<file path="src/rtl/usb_lm_pkg.sv">
package usb_lm_pkg;

  typedef enum logic [1:0] {
    LS_SE0 = 2'b00,
    LS_K   = 2'b01,
    LS_J   = 2'b10,
    LS_SE1 = 2'b11
  } line_e;

  typedef struct packed {
    logic bus_rst;
    logic susp;
    logic resm;
    logic tmo;
  } cond_t;

  function automatic int unsigned max_u(input int unsigned a, input int unsigned b);
    return (a > b) ? a : b;
  endfunction

  // counter must hold limit+1 so that "exceeds" is representable
  function automatic int unsigned cnt_width(input int unsigned lim);
    return $clog2(lim + 2);
  endfunction

  function automatic logic over_limit(input logic [31:0] len, input int unsigned lim);
    return len > lim;
  endfunction

  function automatic logic [1:0] drive_code(input logic en, input logic rw, input logic se0);
    if (en && se0) return 2'(LS_SE0);
    if (en && rw)  return 2'(LS_K);
    return 2'b00;
  endfunction

endpackage

</file>
<file path="src/rtl/lm_dur_cnt.sv">
module lm_dur_cnt #(
  parameter int unsigned LIMIT = 120
) (
  input  logic                                   clk,
  input  logic                                   rst_n,
  input  logic                                   clear,
  input  logic                                   restart,
  output logic [usb_lm_pkg::cnt_width(LIMIT)-1:0] len
);
  import usb_lm_pkg::*;

  localparam int unsigned W   = cnt_width(LIMIT);
  localparam int unsigned SAT = LIMIT + 1;

  logic [W-1:0] len_q;

  always_ff @(posedge clk or negedge rst_n) begin
    if (!rst_n)               len_q <= '0;
    else if (clear)           len_q <= '0;
    else if (restart)         len_q <= W'(1);
    else if (len_q != W'(SAT)) len_q <= len_q + W'(1);
  end

  assign len = len_q;
endmodule

</file>
<file path="src/rtl/lm_cond_flags.sv">
module lm_cond_flags (
  input  logic clk,
  input  logic rst_n,
  input  logic ctrl_en,
  input  logic resp_wait,
  input  logic line_is_j,
  input  logic se0_long,
  input  logic idle_long,
  input  logic turn_late,
  output usb_lm_pkg::cond_t flags,
  output logic bus_evt
);
  import usb_lm_pkg::*;

  logic  resm_q;
  logic  tmo_q;
  cond_t prev_q;
  cond_t now_c;
  logic  resume_hit;

  assign resume_hit    = idle_long && !line_is_j;
  assign now_c.bus_rst = se0_long;
  assign now_c.susp    = idle_long;
  assign now_c.resm    = resm_q && !se0_long && !idle_long;
  assign now_c.tmo     = tmo_q || turn_late;

  always_ff @(posedge clk or negedge rst_n) begin
    if (!rst_n) begin
      resm_q <= 1'b0;
      tmo_q  <= 1'b0;
      prev_q <= '0;
    end else begin
      if (!ctrl_en)        resm_q <= 1'b0;
      else if (resume_hit) resm_q <= 1'b1;
      else                 resm_q <= now_c.resm;
      tmo_q  <= ctrl_en && resp_wait && now_c.tmo;
      prev_q <= now_c;
    end
  end

  assign flags   = now_c;
  assign bus_evt = |(now_c & ~prev_q);
endmodule

</file>
<file path="src/rtl/lm_line_drive.sv">
module lm_line_drive (
  input  logic       clk,
  input  logic       rst_n,
  input  logic       ctrl_en,
  input  logic       phy_en,
  input  logic       rwake_req,
  input  logic       force_se0,
  output logic       drive_oe,
  output logic [1:0] drive_val
);
  import usb_lm_pkg::*;

  logic       en;
  logic       oe_q;
  logic [1:0] val_q;

  assign en = ctrl_en && phy_en;

  always_ff @(posedge clk or negedge rst_n) begin
    if (!rst_n) begin
      oe_q  <= 1'b0;
      val_q <= 2'b00;
    end else begin
      oe_q  <= en && (rwake_req || force_se0);
      val_q <= drive_code(en, rwake_req, force_se0);
    end
  end

  assign drive_oe  = oe_q;
  assign drive_val = val_q;
endmodule

</file>
<file path="src/rtl/usb_line_monitor.sv">
module usb_line_monitor #(
  parameter int unsigned RESET_CLKS   = 120,
  parameter int unsigned SUSPEND_CLKS = 144000,
  parameter int unsigned TIMEOUT_CLKS = 72
) (
  input  logic       clk,
  input  logic       rst_n,
  input  logic       ctrl_en,
  input  logic       phy_en,
  input  logic [1:0] line_state,
  input  logic       resp_wait,
  input  logic       rwake_req,
  input  logic       force_se0,
  output logic       reset_flag,
  output logic       suspend_flag,
  output logic       resume_flag,
  output logic       timeout_flag,
  output logic       bus_evt,
  output logic       drive_oe,
  output logic [1:0] drive_val
);
  import usb_lm_pkg::*;

  localparam int unsigned RUN_LIM = max_u(RESET_CLKS, SUSPEND_CLKS);
  localparam int unsigned RUN_W   = cnt_width(RUN_LIM);
  localparam int unsigned TURN_W  = cnt_width(TIMEOUT_CLKS);

  line_e             line_q;
  logic              line_changed;
  logic [RUN_W-1:0]  run_len;
  logic [TURN_W-1:0] turn_len;
  logic              turn_clear;
  logic              se0_long;
  logic              idle_long;
  logic              turn_late;
  cond_t             flags;

  always_ff @(posedge clk or negedge rst_n) begin
    if (!rst_n)        line_q <= LS_J;
    else if (!ctrl_en) line_q <= LS_J;
    else               line_q <= line_e'(line_state);
  end

  assign line_changed = (line_state != line_q);
  assign turn_clear   = !ctrl_en || !resp_wait || (line_state != LS_J);

  lm_dur_cnt #(.LIMIT(RUN_LIM)) u_run (
    .clk     (clk),
    .rst_n   (rst_n),
    .clear   (!ctrl_en),
    .restart (line_changed),
    .len     (run_len)
  );

  lm_dur_cnt #(.LIMIT(TIMEOUT_CLKS)) u_turn (
    .clk     (clk),
    .rst_n   (rst_n),
    .clear   (turn_clear),
    .restart (line_changed),
    .len     (turn_len)
  );

  assign se0_long  = (line_q == LS_SE0) && over_limit(32'(run_len), RESET_CLKS);
  assign idle_long = (line_q == LS_J)   && over_limit(32'(run_len), SUSPEND_CLKS);
  assign turn_late = over_limit(32'(turn_len), TIMEOUT_CLKS);

  lm_cond_flags u_flags (
    .clk       (clk),
    .rst_n     (rst_n),
    .ctrl_en   (ctrl_en),
    .resp_wait (resp_wait),
    .line_is_j (line_state == LS_J),
    .se0_long  (se0_long),
    .idle_long (idle_long),
    .turn_late (turn_late),
    .flags     (flags),
    .bus_evt   (bus_evt)
  );

  assign reset_flag   = flags.bus_rst;
  assign suspend_flag = flags.susp;
  assign resume_flag  = flags.resm;
  assign timeout_flag = flags.tmo;

  lm_line_drive u_drive (
    .clk       (clk),
    .rst_n     (rst_n),
    .ctrl_en   (ctrl_en),
    .phy_en    (phy_en),
    .rwake_req (rwake_req),
    .force_se0 (force_se0),
    .drive_oe  (drive_oe),
    .drive_val (drive_val)
  );
endmodule

</file>
<file path="config.mk">
export PLATFORM = sky130hd
export DESIGN_NAME = usb_line_monitor
export DESIGN_NICKNAME = d
export VERILOG_FILES = /design/src/rtl/usb_lm_pkg.sv /design/src/rtl/lm_dur_cnt.sv /design/src/rtl/lm_cond_flags.sv /design/src/rtl/lm_line_drive.sv /design/src/rtl/usb_line_monitor.sv
export SDC_FILE = /design/constraint.sdc
export NUM_CORES = 1
export LEC_CHECK = 0
export ABC_AREA = 1
export CELL_PAD_IN_SITES_DETAIL_PLACEMENT = 0
export CELL_PAD_IN_SITES_GLOBAL_PLACEMENT = 1
export CORE_MARGIN = 3
export CORE_UTILIZATION = 38
export DETAILED_ROUTE_END_ITERATION = 6
export PLACE_DENSITY_LB_ADDON = 0.1
export SLEW_MARGIN = 10
export SYNTH_ARGS = -nofsm -noshare
export SYNTH_HDL_FRONTEND = slang
export SYNTH_SLANG_ARGS = --single-unit
</file>
<file path="constraint.sdc">
create_clock -name clk -period 1.55 [get_ports clk]
set_input_delay 0.31 -clock clk [delete_from_list [all_inputs] [get_ports clk]]
set_output_delay 0.31 -clock clk [all_outputs]
set_load 0.1 [all_outputs]
</file>
## After elaboration in Yosys (flattened, before gate mapping)

Cells that the tools add are included.
Widths: inputs -> output; s select.

- Add/sub/neg operators: 2
- $lt $le $gt $ge: 3
- Eq/ne operators: 7
- Mux-type cells: 16
- Bitwise operators: 2
- Reduce and logical (&&, ||, !) cells: 23

Operator list:

| cell | number |
|---|---|
| $mux 18 | 3 |
| $mux 7 | 3 |
| $add 18x1->18 const B | 1 |
| $gt 18x18->1 const B | 1 |
| $gt 18x7->1 const B | 1 |
| $ne 18x18->1 const B | 1 |
| $logic_and 1x1->1 | 11 |
| $mux 2 | 5 |
| $add 7x1->7 const B | 1 |
| $gt 7x7->1 const B | 1 |
| $ne 7x7->1 const B | 1 |
| $logic_not 1->1 | 5 |
| $mux 1 | 5 |
| $and 4x4->4 | 1 |
| $eq 2x2->1 const B | 2 |
| $logic_or 1x1->1 | 4 |
| $not 4->4 | 1 |
| $reduce_or 4->1 | 1 |
| $ne 3x1->1 const B | 1 |
| $reduce_bool 3->1 | 1 |
| $logic_not 2->1 | 1 |
| $ne 2x2->1 | 1 |
| $ne 2x2->1 const B | 1 |

- Flip-flop bits (word level): 36
- Bits of input ports: 9
- Output and inout port bits: 8
- Logic and storage cells: 64

## Depth between registers and ports, before layout

- Depth in word-level cells: 7
- Gate-level depth with buffers: 10
- Mapped depth without buffers: 10

## Modules after synthesis

From an unflattened synthesis, not the netlist that was laid out.

- Cells, all modules: 326
- Area total of the unflattened synthesis: 2248.4 um2

Modules (own cells, without submodules):

| module | times used | cells an instance | area each (um2) | seq. area each (um2) |
|---|---|---|---|---|
| lm_dur_cnt at u_run | 1 | 157 | 1127.3 | 450.4 |
| lm_dur_cnt at u_turn | 1 | 59 | 434.2 | 175.2 |
| usb_line_monitor | 1 | 72 | 344.1 | 51.3 |
| lm_cond_flags | 1 | 28 | 259.0 | 150.1 |
| lm_line_drive | 1 | 10 | 83.8 | 50.0 |

## Worst setup path before layout

OpenSTA, ideal clock, no wires.

- Path kind: register -> output
- Start: register u_run.len_q[12] (netlist: u_run.len[12])
- End: output resume_flag
- Arrival: 2.742 ns
- Data required time: 1.240 ns
- Path slack: -1.502 ns
- Cell stages (with the launch flop): 9
- Path buffers: 0
- Path through: dfrtp_1 nand2_1 inv_1 nand2_1 nor2_1 nand3_1 nand3_1 inv_1 nor2_1

- Elaborated cells on any way between the ends: 8
- Those cells by class: order compare (2); reduce/logical (6)

RTL lines:

| what | RTL line | RTL |
|---|---|---|
| start: declaration | lm_dur_cnt.sv:15 | `logic [W-1:0] len_q;` |
| start signal: assignment | lm_dur_cnt.sv:21 | `else if (len_q != W'(SAT)) len_q <= len_q + W'(1);` |
| $gt 18x18->1 | usb_lm_pkg.sv:27 | `return len > lim;` |
| $logic_and 1x1->1 | usb_line_monitor.sv:64 | `assign idle_long = (line_q == LS_J) && over_limit(32'(run_len), SUSPEND_CLKS);` |
| via suspend_flag | usb_line_monitor.sv:15 | `output logic suspend_flag,` |
| $logic_not 1->1 | lm_cond_flags.sv:24 | `assign now_c.resm = resm_q && !se0_long && !idle_long;` |
| $logic_and 1x1->1 | lm_cond_flags.sv:24 |  |
| end: declaration | usb_line_monitor.sv:16 | `output logic resume_flag,` |

The timed path passes the listed nets, and every way through them passes these cells.

## Final worst setup path

- Start: register u_run.len_q[10] (netlist: u_run.len[10])
- End: output bus_evt

- Cells in the longest elaborated chain, start to end: 7
- Elaborated cells on any way between the ends: 10
- Those cells by class: order compare (2); bitwise (1); reduce/logical (7)

Ends and longest elaborated chain:

| what | RTL line | RTL |
|---|---|---|
| $gt 18x7->1 | usb_lm_pkg.sv:27 |  |
| $logic_and 1x1->1 | usb_line_monitor.sv:63 | `assign se0_long = (line_q == LS_SE0) && over_limit(32'(run_len), RESET_CLKS);` |
| $logic_not 1->1 | lm_cond_flags.sv:24 |  |
| $logic_and 1x1->1 (2 in a row) | lm_cond_flags.sv:24 |  |
| $and 4x4->4 * | lm_cond_flags.sv:42 | `assign bus_evt = \|(now_c & ~prev_q);` |
| $reduce_or 4->1 * | lm_cond_flags.sv:42 |  |
| end: declaration | usb_line_monitor.sv:18 | `output logic bus_evt,` |

Every way passes the cells marked *; elsewhere a longest branch is shown, timed or not.

==> results.cfg <==
[synth]
syn_avg_cell_area_um2 = 7.37
synth_top_family_by_area = simple AND/OR/NAND/NOR gates
synthMuxAreaShare_pct = 0
synth_top_area_share_pct = 42.0
netlist_area_um2 = 2030
synth_top_area_cell = dfrtp_1
synth.distinct_cells = 27
ys_top_cells_by_count = 57 x nand2_1, 50 x inv_1, 42 x nor2_1
yosysWarnings = 0
synth_compound_area_share_pct = 6.67
synth-simple-area-share_pct = 32.5
synth-xor-area-share_pct = 3.46
ys_ff_latch = 35
syn-num-nets = 290
synth-async-reset-ratio_pct = 100
synth_area_leaders = dfrtp_1 42%, nand2_1 11%, inv_1 9.3%
syn-instance-count = 275
synthAdderAreaFrac_pct = 3.71
synth_most_common_cell = nand2_1
synth_enable_flop_cells = 0
synth_flop_cell = dfrtp_1
synth-seq-area-share_pct = 43.3

[sta]
timing.final.ws_setup_ns = -0.520
clock_skew_ns = 0.00491
tns_ns = -3.58
hold_viol_final = 0
hold_slack_ns = 0.0487
max_freq_mhz = 483
rsz0062_at_grt = true
final-setup-viol-count = 9
period_minus_slack_ns = 2.07
drv_slew = 0
timing.final.crit_share_pct = 134

[die]
die_h_um = 79.0
start_util_pct = 41.0
ioPinCount = 17
rows = 25
die_x_um = 79.0
die_area_um2 = 6240
core-area_um2 = 4940

[finish]
antenna_cells = 0
drive_gt1_share_pct = 49.0
num-nets-final = 398
area_growth_pct = 71.1
final_cells = 451

[drt]
routed_wl_mm = 5.91
drt-wirelength-per-cell_um = 13.1
drt_first_pass_iters = 4
drc_errors = 0
drt_iter0_drc = 82
vias = 2091
via_per_inst = 4.64
ant_nets = 0

[setup_path]
slowest_stage = dfrtp_1
crit_family = simple AND/OR/NAND/NOR gates
cp.required_ns = 1.24
worstPathCellList = inv_1 > nand2_4 > nor2_4 > nand3_1 > nand2_2 > nand3_4 > nor2_2 > nor2_2 > nand2_4 > buf_12
slowest_delay_ns = 0.40
worst_setup_path_start_kind = register
cp_num_buf_inv = 2
cp_max_fo = 4
critPathCaptureType = output port
crit_type = reg2out
cp.arrival_ns = 1.76

[grt]
antenna_found_initial = 0
first_global_vias = 2006
grt.total_usage_pct = 18.5
grt_start_max_net_pins = 36
grt_overflow = 0
grt_pass1_wl_mm = 9.07

[run_status]
violations = negative setup slack
status = finished with violations

[place]
dp_hpwl_mm = 3.66
dp.cells = 414
port_buffers = 15
place_congestion = 0.772

[flow_run]
drv_cap = 0

[min_path]
hold_path.class = in2async

[clock_tree]
cts_tree = built
h-tree-depth = 2
cts_sinks = 35
clock_latency_ns = 0.29
clk_pin_slew_ns = 0.08
cts_buffers = 5
max-clock-path-buffers = 2
cts_root_buf = clkbuf_8

[pwr]
irDropWorstVdd_mv = 0.476
power.density_nw_per_um2 = 588
p_leak_uw = 0.00168
[cell type report]
class | instances | area (µm²)
well taps | 67 | 83.8
multi-input cells | 187 | 1270
inverters | 51 | 204
fillers | 408 | 1480
clock buffers | 6 | 82.6
flip-flops and latches | 35 | 880
repair buffers | 103 | 907
clock inverters | 2 | 35.0
[layout by cell type, fill, tap and decap left out, types with 3 or more instances in the layout]
cell type         n
o21ai_1           3
nand4_1           4
buf_12            7
nand3_1          12
nand2_4           5
inv_2            12
clkbuf_8          6
xor2_1            4
a21oi_2           5
nor2_2            9
nand2_2          13
nor2_1           26
inv_1            36
nor3_2            3
a21oi_1          11
buf_4            78
buf_6             9
o21ai_0           4
ha_4              4
dfrtp_1          32
nand3_2           8
clkdlybuf4s50_1   7
nand2_1          42
nand3_4           3
nor2_4           10
nor3_1            6
[metrics by stage]
stage / utilization, % / worst slack, ns / cell area [µm²] / power (µW)
floorplan: - / -0.731 / 2080 / 1030
global placement: 56.8 / -0.218 / 2810 / 1130
detailed placement: 56.8 / -0.231 / 2810 / 1130
CTS: 64.1 / -0.479 / 3170 / 2000
global route: 70.1 / -0.611 / 3470 / 2100
finish: 70.1 / -0.520 / 3470 / 2040
[state kept, by name, summed over array words and instances (netlist names)]
signal and cells:
line_q 2, u_drive.drive_oe 1, u_drive.drive_val 1, u_flags.prev_q 4, u_flags.resm_q 1, u_flags.tmo_q 1
u_run.len 18, u_turn.len 7
[cells by family (layout without fill, tap and decap cells)]
group                    after synthesis  after routing
XOR/XNOR                               8              8
other                                  1              1
adder cells (fa/ha/maj)                6              6
AO/OA/AOI/OAI                         26             26
AND/OR/NAND/NOR                      146            146
flip-flops                            35             35
buffers and inverters                 53            162
[where the power goes]
part | switching [µW] | internal (µW)
sequential | 8.92 | 923
combinational | 131 | 99.7
clock | 354 | 521
total | 494 | 1540
[final timing paths]
check	slack, ns	end	startpoint	depth (start not counted)
worst max-delay path	-0.52	bus_evt	u_run.len[10]	10
worst max register to register	-0.45	u_run.len[0]	u_run.len[10]	15
min in group clk	0.59	u_drive.drive_val[0]	rwake_req	3
max in group asynchronous	1.13	u_run.len[16]	rst_n	2
worst min register to register	0.62	u_run.len[5]	u_run.len[5]	2
worst min-delay path	0.05	u_run.len[11]	rst_n	2
[per-layer routing]
layer | vias up | GRT usage (%) | wire length (µm) | share of wire, %
met5 | - | 0 | 0 | 0
met4 | 0 | 6.01 | 109 | 1.8
li1 | 1073 | - | - | -
met2 | 27 | 29.7 | 2950 | 50
met1 | 979 | 25.1 | 2680 | 45
met3 | 12 | 3.74 | 169 | 2.9
[repair_timing]
| action | in CTS | in global routing |
|---|---|---|
| hold buffers | 0 | 0 |
| setup buffers | 20 | 10 |
| endpoints found under the setup margin | 9 | 29 |
| gates cloned | 0 | 1 |
| hold endpoints to repair | 0 | 0 |
| resized for setup | 31 | 63 |
| pin swaps | 15 | 33 |
Note: power is estimated with default switching activity, not from simulation.
